<file path="src/rtl/stepctl_pkg.sv">
package stepctl_pkg;

    typedef enum logic [1:0] {
        MODE_RUN     = 2'b00,
        MODE_INSTR   = 2'b01,
        MODE_CYCLE   = 2'b10,
        MODE_RUN_ALT = 2'b11
    } step_mode_e;

    typedef struct packed {
        logic fetch;
        logic rd;
    } bus_cyc_t;

    function automatic logic is_step_mode(step_mode_e m);
        return (m == MODE_INSTR) || (m == MODE_CYCLE);
    endfunction

    function automatic logic is_stop_point(step_mode_e m, bus_cyc_t b);
        logic hit;
        case (m)
            MODE_INSTR: hit = b.fetch & b.rd;
            MODE_CYCLE: hit = b.rd;
            default:    hit = 1'b0;
        endcase
        return hit;
    endfunction

endpackage

</file>
<file path="src/rtl/stepctl_release.sv">
module stepctl_release
    import stepctl_pkg::*;
(
    input  logic       clk,
    input  logic       rst,
    input  step_mode_e mode,
    input  logic       step_req,
    output logic       release_now
);
    logic pass_q;

    always_ff @(posedge clk) begin
        if (rst) pass_q <= 1'b0;
        else     pass_q <= step_req & is_step_mode(mode);
    end

    assign release_now = pass_q;
endmodule

</file>
<file path="src/rtl/stepctl_wait.sv">
module stepctl_wait
    import stepctl_pkg::*;
#(
    parameter int WAIT_W = 2
) (
    input  logic              clk,
    input  logic              rst,
    input  step_mode_e        mode,
    input  logic [WAIT_W-1:0] limit,
    input  bus_cyc_t          bus,
    output logic              hold
);
    logic [WAIT_W-1:0] cnt_q;
    logic              run_mode;

    assign run_mode = !is_step_mode(mode);
    assign hold     = run_mode & bus.rd & (cnt_q < limit);

    always_ff @(posedge clk) begin
        if (rst)       cnt_q <= '0;
        else if (hold) cnt_q <= cnt_q + 1'b1;
        else           cnt_q <= '0;
    end
endmodule

</file>
<file path="src/rtl/stepctl.sv">
module stepctl
    import stepctl_pkg::*;
#(
    parameter int WAIT_W = 2
) (
    input  logic              clk,
    input  logic              rst,
    input  logic [1:0]        mode,
    input  logic [WAIT_W-1:0] wait_states,
    input  logic              step_req,
    input  logic              sync,
    input  logic              rw,
    output logic              rdy
);
    step_mode_e mode_e;
    bus_cyc_t   bus;
    logic       release_now;
    logic       wait_hold;
    logic       stop_hold;

    assign mode_e    = step_mode_e'(mode);
    assign bus.fetch = sync;
    assign bus.rd    = rw;

    stepctl_release u_rel (
        .clk        (clk),
        .rst        (rst),
        .mode       (mode_e),
        .step_req   (step_req),
        .release_now(release_now)
    );

    stepctl_wait #(.WAIT_W(WAIT_W)) u_wait (
        .clk  (clk),
        .rst  (rst),
        .mode (mode_e),
        .limit(wait_states),
        .bus  (bus),
        .hold (wait_hold)
    );

    assign stop_hold = is_stop_point(mode_e, bus) & ~release_now;
    assign rdy       = rst | ~(stop_hold | wait_hold);
endmodule

</file>
<file path="config.mk">
export PLATFORM = sky130hd
export DESIGN_NAME = stepctl
export DESIGN_NICKNAME = d
export VERILOG_FILES = /design/src/rtl/stepctl_pkg.sv /design/src/rtl/stepctl_release.sv /design/src/rtl/stepctl_wait.sv /design/src/rtl/stepctl.sv
export SDC_FILE = /design/constraint.sdc
export NUM_CORES = 1
export LEC_CHECK = 0
export ABC_AREA = 1
export BUFFER_PORTS_ARGS = -buffer_cell sky130_fd_sc_hd__buf_2
export CAP_MARGIN = 40
export CORE_AREA = 8 8 45 47
export DETAILED_ROUTE_END_ITERATION = 10
export DIE_AREA = 0 0 53 55
export PLACE_DENSITY = 0.41
export SLEW_MARGIN = 20
export SYNTH_ARGS = -nofsm -noshare
export SYNTH_HDL_FRONTEND = slang
export SYNTH_HIERARCHICAL = 1
export SYNTH_SLANG_ARGS = --single-unit
</file>
<file path="constraint.sdc">
create_clock -name clk -period 2.2 [get_ports clk]
set_input_delay 0.44 -clock clk [delete_from_list [all_inputs] [get_ports clk]]
set_output_delay 0.44 -clock clk [all_outputs]
set_load 0.005 [all_outputs]
</file>
Word level (Yosys, flattened, before mapping)
Index checks and enable logic that the tools add are counted.
- bits in registers: 3
- latch bits: 0
- memory bits (writable): 0
- bits in read-only memories: 0
- input port bits: 9
- output and inout bits: 1
- memories kept: 0
- add/sub/neg operators: 1
- multipliers: 0
- div/mod/pow operators: 0
- order comparisons: 1
- eq/ne operators: 2
- shift operators: 0
- multiplexer cells: 1
- bitwise logic cells: 10
- reductions and logical operators: 3
- operators by type and width (kind ; number):
    $and 1x1->1 ; 5
    $not 1->1 ; 3
    $add 2x1->2 const B ; 1
    $eq 2x1->1 const B ; 1
    $eq 2x2->1 const B ; 1
    $lt 2x2->1 ; 1
    $or 1x1->1 ; 2
    $pmux 1 s2 ; 1
    $reduce_or 2->1 ; 1
    $logic_not 1->1 ; 1
    $logic_or 1x1->1 ; 1

Longest topological paths before layout
- depth in word-level cells: 8
- mapped depth: 9

Cells and area by module
The synthesis kept the hierarchy.
- modules (own cells, without submodules) (module ; times used ; cells an instance ; area each (um^2) ; seq. area each (um^2)):
    stepctl_wait ; 1 ; 19 ; 133.9 ; 40.0
    stepctl ; 1 ; 13 ; 67.6 ; 0.0
    stepctl_release ; 1 ; 6 ; 40.0 ; 20.0

Worst setup path before layout
No wires, ideal clock.
- kind: input port to output port
- from: input wait_states[1]
- to: output rdy
- data arrival time: 1.114 ns
- required time: 1.760 ns
- path slack: 0.646 ns
- stages on the path: 9
- cells stage by stage: inv_1 > ha_1 > clkinv_1 > nand2_1 > nor2_2 > and3_1 > inv_1 > nand2_1 > nand2_1
- word-level cells in the longest chain between the ends: 5
- RTL lines (element ; RTL line ; RTL):
    from (decl) ; stepctl.sv:9 ; input logic [WAIT_W-1:0] wait_states,
    $lt 2x2->1 ; stepctl_wait.sv:17 ; assign hold = run_mode & bus.rd & (cnt_q < limit);
    $and 1x1->1 ; stepctl_wait.sv:17 ;
    via wait_hold ; stepctl.sv:18 ; logic wait_hold;
    $or 1x1->1 ; stepctl.sv:43 ; assign rdy = rst | ~(stop_hold | wait_hold);
    $not 1->1 ; stepctl.sv:43 ;
    $or 1x1->1 ; stepctl.sv:43 ;
    to (decl) ; stepctl.sv:13 ; output logic rdy
The timed path passes the listed nets, and every way through them passes these cells.

Final worst setup path
Same ends and word-level chain as after synthesis.

==> results.ini <==
[placed_design]
dp_worst_setup_slack_ps=418.0
place_hpwl_um=414.4
io_buffers=9
gp_congestion=0.6599
place_inst=63

[yosys]
avgSynthCellArea_um2=6.355
synth.area.top_cells=dfxtp_1 25%, ha_1 16%, inv_1 16%, nand2_1 12%, nor2_1 9.3%
postSynthCellCount=38
synth_cell_types=12
synth-seq-area-share_pct=24.87
syn_area_um2=241.5
synth_warnings=6
yosysTopAreaCell=dfxtp_1
synth_fp_nets=50
synth_seq_cells=3
synth_top_area_share_pct=24.87

[cells_and_area]
final_cell_mix=10 x inv_1, 9 x buf_2, 8 x nand2_1, 6 x nor2_1
drive_above_1_share_pct=29.41
fillers=170
multi_input_area_um2=140.1
syn2layout_area_growth_pct=37.82
layout.nets=64
final_common_cell=inv_1
antenna_cells=0
register_area_um2=60.06
fin_cells=67

[clock_network]
h-tree-depth=1
cts_hold_buffers=0
clk_pin_slew_ps=40
post_cts_resized=0
cts_sinks=3
clockBufferDepth=2
clkLatencyLatePin_ps=230
cts-root-buf=clkbuf_4
cts_tree=built
cts_setup_buffers=0
cts-buffers-inserted=3

[global_route]
grt_usage_pct=4.094
grt_max_degree=7
grt-ovfl-total=0
grt_pass1_vias=209
grt_pass1_wl_um=745
antenna_found_initial=0

[drt]
ant_nets=0
vias_per_cell=3.522
drc=0
first_pass_iters=2
wl_per_cell_um=6.821
first_iter_violations=4
route.vias.total=236
finalWirelength_um=457

[flow_run]
maxCapViolations=0

[critical_path]
r2r_cells=6
crit_arrival_ps=1330
crit_family=simple AND/OR/NAND/NOR gates
crit_path_cell_trace=buf_2 -> inv_1 -> ha_1 -> clkinv_1 -> nand2_1 -> nor2_2 -> and3_1 -> inv_1 -> nand2_1 -> nand2_1 -> buf_2
start_kind=input port
cp_max_fo=2
r2r-start=u_wait/cnt_q[1]
reg2reg_to=u_wait/cnt_q[0]
critPathBufInv=5
required_ps=1760
worstSetupPathType=input port to output pin
slowest_stage=ha_1
critPathCaptureType=output pin
r2r_slack_ps=1250
slowest_delay_ps=180
crit_top_cell=nand2_1

[hold_path]
worstHoldEndpoint=u_rel/release_now
hold_path_class=input port to flip-flop
worstHoldPathCells=3
hp-start=step_req

[sta]
rsz0062_at_grt=false
setup_violations=0
finalHoldViolCount=0
layout_setup_ws_ps=428.7
finalCriticalPeriod_ps=1771
slew_viol_final=0
final.setup.tns_ps=0
fmax_mhz=564.5
period_share_pct=80.51
worst_pin_slew_ps=121.3
relSlewSlack_pct=91.86
skew_ps=3.485

[die]
die_y_um=55
io_pins=10
start_util_pct=17.45
dieArea_mm2=0.002915
die_x_um=53
core_mm2=0.001384
rows=14

[power]
max-vdd-ir-drop_mv=0.1257
p_per_area_mw_per_mm2=553.8
p_leak_nw=0.1964

[outcome]
status=complete, no violations

per-stage QoR:
step | power [mW] | hold slack [ps] | cell area (um^2) | util (%)
finish | 0.1843 | 449.1 | 332.8 | 24.05
global route | 0.2042 | 445.5 | 332.8 | 24.05
CTS | 0.1901 | 444.8 | 332.8 | 24.05
detailed placement | 0.09043 | 455.0 | 306.5 | 22.15
global placement | 0.09055 | 448.9 | 306.5 | 22.15
floorplan | 0.07733 | 425.2 | 241.5 | -
cell type report:
class                      count  share of cell area (%)
multi-input combinational     24                   42.11
sequential                     3                   18.05
tap                           16                   6.015
inverter                      11                   12.41
timing repair buffer           9                   13.53
clock buffer                   4                   7.895
cells in the mapped netlist, drive strengths merged:
cell type / count
inv: 10
nand2: 9
nor2: 7
dfxtp: 3
ha: 3
nand3: 2
and3: 1
clkinv: 1
nand4: 1
xnor2: 1
how the worst max path moves through the flow:
stage	from	to	slack, ps	cells after the start
after CTS	wait_states[1]	rdy	410	11
after floorplan	wait_states[1]	rdy	650	9
after detailed placement	wait_states[1]	rdy	420	11
after global placement	wait_states[1]	rdy	420	11
after global routing	wait_states[1]	rdy	320	11
final	wait_states[1]	rdy	430	11
state kept, by name (all words and copies together) (netlist names):
name,cells
u_rel/release_now,1
u_wait/cnt_q,2
cells by family (layout without fill, tap and decap cells):
group,count (synthesis),after routing,share of synthesized area [%]
and+or+nand+nor,20,20,38.86
buffers and inverters,11,24,17.10
adders and majority gates,3,3,15.55
xor gates and xnor gates,1,1,3.628
DFF,3,3,24.87
where the power goes:
part	leakage, nW	switching (mW)	internal, mW	total (mW)
Clock	0.0150	0.0275	0.0679	0.0954
Combinational	0.157	0.0162	0.0149	0.0311
Sequential	0.0245	0.00108	0.0567	0.0578
per-layer routing:
layer	routed length [um]	track usage [%]	vias up
met4	0	6.466	0
li1	-	-	135
met3	67	4.011	0
met1	159	3.030	96
met2	230	4.883	5
met5	0	0	-
worst register-to-register path, delay by kind of cell (launching register included):
family / cells / cell delay (ps)
fa+ha+maj: 1 / 180
simple gates: 4 / 360
buf+inv: 1 / 40
flops: 1 / 310
Power figures use the tool's default switching activity.
